$ cat src/rtl/chsr_pkg.sv
package chsr_pkg;
  // Service priority: room left (output) or data held (input); below one word it is zero.
  function automatic int buf_prio(int lvl, logic is_out, int depth, int word);
    int amount;
    amount = is_out ? (depth - lvl) : lvl;
    return (amount >= word) ? amount : 0;
  endfunction

  // Bytes moved per device access.
  function automatic int dev_step(logic wide);
    return wide ? 2 : 1;
  endfunction
endpackage

$ cat src/rtl/chsr_ring.sv
module chsr_ring #(
  parameter int NCH     = 16,
  parameter int LVL_W   = 5,
  parameter int MEM_POS = 0,
  parameter int DEV_POS = 8,
  localparam int CH_W   = $clog2(NCH)
) (
  input  logic                        clk,
  input  logic                        rst_n,
  output logic [CH_W-1:0]             m_id,
  output logic [LVL_W-1:0]            m_lvl,
  input  logic [LVL_W-1:0]            m_lvl_nx,
  output logic [1:0][CH_W-1:0]        d_id,
  output logic [1:0][LVL_W-1:0]       d_lvl,
  input  logic [1:0][LVL_W-1:0]       d_lvl_nx
);
  logic [CH_W-1:0]  rid  [NCH];
  logic [LVL_W-1:0] rlvl [NCH];
  logic [LVL_W-1:0] leave [NCH];   // record level as it leaves each slot

  for (genvar p = 0; p < NCH; p++) begin : g_slot
    localparam int SRC = (p + NCH - 1) % NCH;
    if (p == MEM_POS) begin : g_mem
      assign leave[p] = m_lvl_nx;
    end else if (p == DEV_POS) begin : g_d0
      assign leave[p] = d_lvl_nx[0];
    end else if (p == DEV_POS + 1) begin : g_d1
      assign leave[p] = d_lvl_nx[1];
    end else begin : g_pass
      assign leave[p] = rlvl[p];
    end

    always_ff @(posedge clk) begin
      if (!rst_n) begin
        rid[p]  <= CH_W'(p);
        rlvl[p] <= '0;
      end else begin
        rid[p]  <= rid[SRC];
        rlvl[p] <= leave[SRC];
      end
    end
  end

  assign m_id     = rid[MEM_POS];
  assign m_lvl    = rlvl[MEM_POS];
  assign d_id[0]  = rid[DEV_POS];
  assign d_id[1]  = rid[DEV_POS + 1];
  assign d_lvl[0] = rlvl[DEV_POS];
  assign d_lvl[1] = rlvl[DEV_POS + 1];
endmodule

$ cat src/rtl/chsr_mem.sv
module chsr_mem
  import chsr_pkg::*;
#(
  parameter int NCH   = 16,
  parameter int DEPTH = 16,
  parameter int WORD  = 4,
  parameter int LVL_W = 5,
  localparam int CH_W = $clog2(NCH)
) (
  input  logic             clk,
  input  logic             rst_n,
  input  logic [CH_W-1:0]  ph,
  input  logic [CH_W-1:0]  id,
  input  logic [LVL_W-1:0] lvl,
  output logic [LVL_W-1:0] lvl_nx,
  input  logic [NCH-1:0]   ch_en,
  input  logic [NCH-1:0]   ch_out,
  input  logic             mem_ack,
  output logic             mem_req,
  output logic [CH_W-1:0]  mem_ch,
  output logic             mem_wr,
  output logic             pend,
  output logic             apply
);
  localparam logic [CH_W-1:0] LAST = CH_W'(NCH - 1);

  logic [LVL_W-1:0] best_p, cur_p, nb_p, p0;
  logic [CH_W-1:0]  best_id, nb_id;
  logic             locked, take, issue;

  always_comb begin
    locked = (mem_req || pend) && (id == mem_ch);
    p0     = (ch_en[id] && !locked)
             ? LVL_W'(buf_prio(32'(lvl), ch_out[id], DEPTH, WORD)) : '0;
    cur_p  = (ph == '0) ? '0 : best_p;
    take   = (p0 != '0) && ((p0 > cur_p) || ((p0 == cur_p) && (id < best_id)));
    nb_p   = take ? p0 : cur_p;
    nb_id  = take ? id : best_id;
    apply  = pend && (id == mem_ch);
    lvl_nx = apply ? (ch_out[id] ? lvl + LVL_W'(WORD) : lvl - LVL_W'(WORD)) : lvl;
    issue  = (ph == LAST) && !mem_req && !pend && (nb_p != '0);
  end

  always_ff @(posedge clk) begin
    if (!rst_n) begin
      mem_req <= 1'b0;
      mem_ch  <= '0;
      mem_wr  <= 1'b0;
      pend    <= 1'b0;
      best_p  <= '0;
      best_id <= '0;
    end else begin
      best_p  <= nb_p;
      best_id <= nb_id;
      if (mem_req && mem_ack) begin
        mem_req <= 1'b0;
        pend    <= 1'b1;
      end else if (issue) begin
        mem_req <= 1'b1;
        mem_ch  <= nb_id;
        mem_wr  <= !ch_out[nb_id];
      end
      if (apply) pend <= 1'b0;
    end
  end
endmodule

$ cat src/rtl/chsr_dev.sv
module chsr_dev
  import chsr_pkg::*;
#(
  parameter int NCH   = 16,
  parameter int DEPTH = 16,
  parameter int LVL_W = 5,
  localparam int CH_W = $clog2(NCH)
) (
  input  logic                  clk,
  input  logic                  rst_n,
  input  logic                  active,
  input  logic [1:0][CH_W-1:0]  d_id,
  input  logic [1:0][LVL_W-1:0] d_lvl,
  output logic [1:0][LVL_W-1:0] d_lvl_nx,
  input  logic [NCH-1:0]        ch_en,
  input  logic [NCH-1:0]        ch_out,
  input  logic [NCH-1:0]        ch_wide,
  input  logic [NCH-1:0]        dev_rdy,
  output logic [1:0]            dev_vld,
  output logic [1:0][CH_W-1:0]  dev_ch
);
  for (genvar j = 0; j < 2; j++) begin : g_port
    logic [LVL_W-1:0] step;
    logic             fits, fire;
    logic [CH_W-1:0]  cid;

    always_comb begin
      cid  = d_id[j];
      step = LVL_W'(dev_step(ch_wide[cid]));
      fits = ch_out[cid] ? (d_lvl[j] >= step)
                         : (({1'b0, d_lvl[j]} + {1'b0, step}) <= (LVL_W + 1)'(DEPTH));
      fire = active && ch_en[cid] && dev_rdy[cid] && fits;
      d_lvl_nx[j] = fire ? (ch_out[cid] ? d_lvl[j] - step : d_lvl[j] + step) : d_lvl[j];
    end

    always_ff @(posedge clk) begin
      if (!rst_n) begin
        dev_vld[j] <= 1'b0;
        dev_ch[j]  <= '0;
      end else begin
        dev_vld[j] <= fire;
        if (fire) dev_ch[j] <= cid;
      end
    end
  end
endmodule

$ cat src/rtl/chan_sched_ring.sv
module chan_sched_ring #(
  parameter int NCH   = 16,
  parameter int DEPTH = 16,
  parameter int WORD  = 4
) (
  input  logic                    clk,
  input  logic                    rst_n,
  input  logic [NCH-1:0]          ch_en,
  input  logic [NCH-1:0]          ch_out,
  input  logic [NCH-1:0]          ch_wide,
  input  logic [NCH-1:0]          dev_rdy,
  input  logic                    mem_ack,
  output logic                    mem_req,
  output logic [$clog2(NCH)-1:0]  mem_ch,
  output logic                    mem_wr,
  output logic [1:0]              dev_vld,
  output logic [$clog2(NCH)-1:0]  dev_ch0,
  output logic [$clog2(NCH)-1:0]  dev_ch1
);
  localparam int CH_W    = $clog2(NCH);
  localparam int LVL_W   = $clog2(DEPTH + 1);
  localparam int MEM_POS = 0;
  localparam int DEV_POS = NCH / 2;

  logic [CH_W-1:0]        ph;
  logic [CH_W-1:0]        ring_m_id;
  logic [LVL_W-1:0]       ring_m_lvl, ring_m_nx;
  logic [1:0][CH_W-1:0]   ring_d_id;
  logic [1:0][LVL_W-1:0]  ring_d_lvl, ring_d_nx;
  logic [1:0][CH_W-1:0]   dev_ch;
  logic                   mem_pend, mem_apply;

  always_ff @(posedge clk) begin
    if (!rst_n) ph <= '0;
    else        ph <= (ph == CH_W'(NCH - 1)) ? '0 : ph + 1'b1;
  end

  chsr_ring #(.NCH(NCH), .LVL_W(LVL_W), .MEM_POS(MEM_POS), .DEV_POS(DEV_POS)) u_ring (
    .clk(clk), .rst_n(rst_n),
    .m_id(ring_m_id), .m_lvl(ring_m_lvl), .m_lvl_nx(ring_m_nx),
    .d_id(ring_d_id), .d_lvl(ring_d_lvl), .d_lvl_nx(ring_d_nx));

  chsr_mem #(.NCH(NCH), .DEPTH(DEPTH), .WORD(WORD), .LVL_W(LVL_W)) u_mem (
    .clk(clk), .rst_n(rst_n), .ph(ph),
    .id(ring_m_id), .lvl(ring_m_lvl), .lvl_nx(ring_m_nx),
    .ch_en(ch_en), .ch_out(ch_out), .mem_ack(mem_ack),
    .mem_req(mem_req), .mem_ch(mem_ch), .mem_wr(mem_wr),
    .pend(mem_pend), .apply(mem_apply));

  chsr_dev #(.NCH(NCH), .DEPTH(DEPTH), .LVL_W(LVL_W)) u_dev (
    .clk(clk), .rst_n(rst_n), .active(~ph[0]),
    .d_id(ring_d_id), .d_lvl(ring_d_lvl), .d_lvl_nx(ring_d_nx),
    .ch_en(ch_en), .ch_out(ch_out), .ch_wide(ch_wide), .dev_rdy(dev_rdy),
    .dev_vld(dev_vld), .dev_ch(dev_ch));

  assign dev_ch0 = dev_ch[0];
  assign dev_ch1 = dev_ch[1];
endmodule

$ cat config.mk
export PLATFORM = sky130hd
export DESIGN_NAME = chan_sched_ring
export DESIGN_NICKNAME = d
export VERILOG_FILES = /design/src/rtl/chsr_pkg.sv /design/src/rtl/chsr_ring.sv /design/src/rtl/chsr_mem.sv /design/src/rtl/chsr_dev.sv /design/src/rtl/chan_sched_ring.sv
export SDC_FILE = /design/constraint.sdc
export NUM_CORES = 1
export LEC_CHECK = 0
export ABC_CLOCK_PERIOD_IN_PS = 6550
export BUFFER_PORTS_ARGS = -buffer_cell sky130_fd_sc_hd__buf_2
export CAP_MARGIN = 0
export CORE_ASPECT_RATIO = 1.75
export CORE_MARGIN = 5
export CORE_UTILIZATION = 40
export DETAILED_ROUTE_END_ITERATION = 12
export SLEW_MARGIN = 20
export SYNTH_ARGS = -nofsm -noshare
export SYNTH_HDL_FRONTEND = slang
export SYNTH_SLANG_ARGS = --single-unit
$ cat constraint.sdc
create_clock -name clk -period 6.55 [get_ports clk]
set_input_delay 1.31 -clock clk [delete_from_list [all_inputs] [get_ports clk]]
set_output_delay 1.31 -clock clk [all_outputs]
set_load 0.05 [all_outputs]
==> flow_summary.json <==
{
  "status": "finished clean",
  "drt-total-wl_mm": 17.1,
  "cp_num_buf_inv": 2,
  "diodes": 0,
  "setup-tns-final_ns": 0,
  "layout.nets": 890,
  "clockBufferDepth": 2,
  "root_buffer": "clkbuf_16",
  "synthArstFlopShare": 0,
  "yosysSeqAreaShare": 0.467,
  "firstDrtPassIters": 4,
  "slew_violations": 0,
  "start_util": 0.403,
  "cts_post_setup_buffers_inserted": 0,
  "max_stage_delay_ns": 0.56,
  "cpMostUsedCell": "nor2_1",
  "grtUsageTotal": 0.162,
  "cts-htree-levels": 4,
  "nFillCells": 1818,
  "ys.warnings.count": 0,
  "ctsResizeCount": 0,
  "p_sw_mw": 0.645,
  "final_common_cell": "dfxtp_1",
  "syn-num-nets": 825,
  "cpMaxStageDelayCell": "mux2i_1",
  "r2r_slack_ns": 1.48,
  "dp_hpwl_mm": 12.6,
  "synth.distinct_cells": 59,
  "io_pins": 83,
  "avgSynthCellArea_um2": 10.2,
  "antenna_found_initial": 0,
  "clk_latency_ns": 0.43,
  "synth_edf_count": 0,
  "vias": 5356,
  "crit_arrival_ns": 5.41,
  "critPathTopFamily": "simple AND/OR/NAND/NOR gates",
  "cts.sinks": 174,
  "routabilityCongestion": 0.850,
  "synthesis.instances": 734,
  "synthFlopType": "dfxtp_1",
  "p_leak_nw": 3.47,
  "syn-cell-area_um2": 7460,
  "hold_class": "reg -> reg",
  "slew_headroom": 0.438,
  "cts_tree": "yes",
  "first_global_vias": 5453,
  "route.antenna.remaining_nets": 0,
  "p_clk_frac": 0.387,
  "rows": 66,
  "finalCriticalPeriod_ns": 5.10,
  "internal_power_mw": 1.73,
  "drv_cap": 0,
  "die_w_um": 113,
  "drc_errors": 0,
  "cts_buffers": 17,
  "crit_path_cell_trace": "buf_2, mux2i_1, mux4_2, or2_0, o21ai_0, clkinv_1, nor2_1, xnor2_1, nor2_1, ha_1, nand2_1, o21ai_0, nand3_1, a2bb2oi_1, nand4_1, mux2i_1, nor2_1, a211oi_2, a211oi_2",
  "dieArea_um2": 21600,
  "combPwrFrac": 0.138,
  "post_drt_wl_per_cell_um": 16.3,
  "powerDensity_nw_per_um2": 278,
  "worst_slack_ns": 1.45,
  "hold_buffers": 0,
  "vias_per_cell": 5.11,
  "rsz0062_at_grt": "no",
  "clk_pin_slew_ns": 0.07,
  "crit_required_ns": 6.86,
  "grt-ovfl-total": 0,
  "start_kind": "primary input",
  "synth_seq_cells": 174,
  "layout-drive-gt1-share": 0.199,
  "crit_path_end_kind": "flop",
  "pre_cts_slack_ns": 1.06,
  "grt_start_max_net_pins": 116,
  "syn_to_final_growth_pct": 14.7,
  "switching_share": 0.271,
  "placeableCoreArea_um2": 18500,
  "io_buffers": 82,
  "fmax_mhz": 196,
  "period_share": 0.779,
  "finalClockSkew_ns": 0.0105,
  "grt_pass1_wl_mm": 27.3,
  "critPathMaxFanout": 12,
  "die_h_um": 191,
  "ir_worst_vdd_v": 0.000183,
  "seqPwrFrac": 0.475,
  "multi_input_area_um2": 3680,
  "setup_viol_count_final": 0,
  "drt_iter0_markers": 180,
  "hold_viol": 0,
  "worstMarginPinSlew_ns": 0.844,
  "final_cell_mix": "174 x dfxtp_1, 100 x and2_1, 81 x buf_2",
  "criticalPathCategory": "in -> reg",
  "regArea_um2": 3480
}
final cells by class:
type,count,share of cell area
clock inverters,13,0.0132
multi-input cells,491,0.430
clock buffers,18,0.0501
inverters,28,0.0123
well taps,238,0.0348
repair buffers,87,0.0526
flip-flops and latches,174,0.407
path summary, 6_finish.rpt:
kind,from,endpoint,cells after the start
worst max-delay path,ch_out[15],u_mem.mem_wr,19
worst min-delay path,u_ring.rid[1][23],u_ring.rid[1][27],1
worst max register to register,u_ring.rid[0][0],u_mem.mem_wr,18
worst min register to register,u_ring.rid[1][23],u_ring.rid[1][27],1
registers in the layout, summed over array words and instances (netlist names):
| name | cells |
|---|---|
| u_dev.dev_vld | 2 |
| u_mem.pend | 1 |
| u_mem.mem_wr | 1 |
| ph | 4 |
| u_ring.rlvl | 80 |
| u_dev.dev_ch | 8 |
| u_mem.best_p | 5 |
| u_mem.best_id | 4 |
| u_mem.mem_req | 1 |
| u_ring.rid | 64 |
| u_mem.mem_ch | 4 |
kinds of logic after synthesis:
group	after synthesis	synth area share
simple gates	294	0.216
compound gates	108	0.0956
mux	53	0.122
xor+xnor	12	0.0141
fa+ha+maj	24	0.0453
buf+inv	69	0.0401
flops	174	0.467
synth_stat cells (all sizes together) (3+ instances only):
| master | n | share of area |
|---|---|---|
| a211oi | 12 | 0.014 |
| a21o | 4 | 0.0050 |
| a21oi | 29 | 0.019 |
| a221oi | 3 | 0.0035 |
| a31oi | 6 | 0.0050 |
| and2 | 100 | 0.084 |
| and3 | 8 | 0.0067 |
| buf | 16 | 0.013 |
| clkbuf | 25 | 0.013 |
| dfxtp | 174 | 0.47 |
| fa | 5 | 0.013 |
| ha | 19 | 0.032 |
| inv | 26 | 0.013 |
| mux2i | 23 | 0.033 |
| mux4 | 29 | 0.088 |
| nand2 | 47 | 0.024 |
| nand2b | 34 | 0.029 |
| nand3 | 14 | 0.0094 |
| nand4 | 5 | 0.0042 |
| nor2 | 47 | 0.024 |
| nor2b | 6 | 0.0050 |
| nor3 | 8 | 0.0054 |
| nor4 | 4 | 0.0042 |
| o211ai | 10 | 0.010 |
| o21ai | 24 | 0.016 |
| o31ai | 3 | 0.0030 |
| or2 | 6 | 0.0054 |
| or3 | 6 | 0.0050 |
| or4 | 4 | 0.0050 |
| xnor2 | 6 | 0.0070 |
| xor2 | 6 | 0.0070 |
power by group through the flow:
stage / Sequential (mW) / Combinational [mW] / Clock (mW)
2_1_floorplan: 1.15 / 0.240 / 0
3_3_place_gp: 1.15 / 0.326 / 0
3_5_place_dp: 1.15 / 0.328 / 0
4_1_cts: 1.13 / 0.330 / 0.954
5_1_grt: 1.13 / 0.361 / 0.991
6_report: 1.13 / 0.327 / 0.921
layer usage:
metal	track usage	part of all wire	up-vias
met5	0	0	-
met4	0.0685	0.029	0
met3	0.0343	0.032	33
met2	0.307	0.54	111
met1	0.170	0.39	2558
li1	-	-	2654
worst register-to-register path, stage by stage, from the launching register on:
cell and delay (ns):
dfxtp_1 0.86, mux2i_1 0.19, mux4_2 0.52, or2_0 0.23, o21ai_0 0.13, clkinv_1 0.27, nor2_1 0.17, xnor2_1 0.15
nor2_1 0.06, ha_1 0.31, nand2_1 0.05, o21ai_0 0.16, nand3_1 0.10, a2bb2oi_1 0.25, nand4_1 0.53, mux2i_1 0.56
nor2_1 0.10, a211oi_2 0.22, a211oi_2 0.09
stage by stage:
| stage | hold slack [ns] | instances | instance area [µm²] | power [mW] | util |
|---|---|---|---|---|---|
| 4_1_cts | 0.412 | 1049 | 8560 | 2.41 | 0.463 |
| 2_1_floorplan | 0.386 | 734 | 7460 | 1.39 | - |
| 3_3_place_gp | 0.389 | 1018 | 8020 | 1.48 | 0.433 |
| 6_report | 0.408 | 1049 | 8560 | 2.38 | 0.463 |
| 3_5_place_dp | 0.393 | 1018 | 8020 | 1.48 | 0.433 |
| 5_1_grt | 0.426 | 1049 | 8560 | 2.48 | 0.463 |
(Power assumes the default switching activity.)
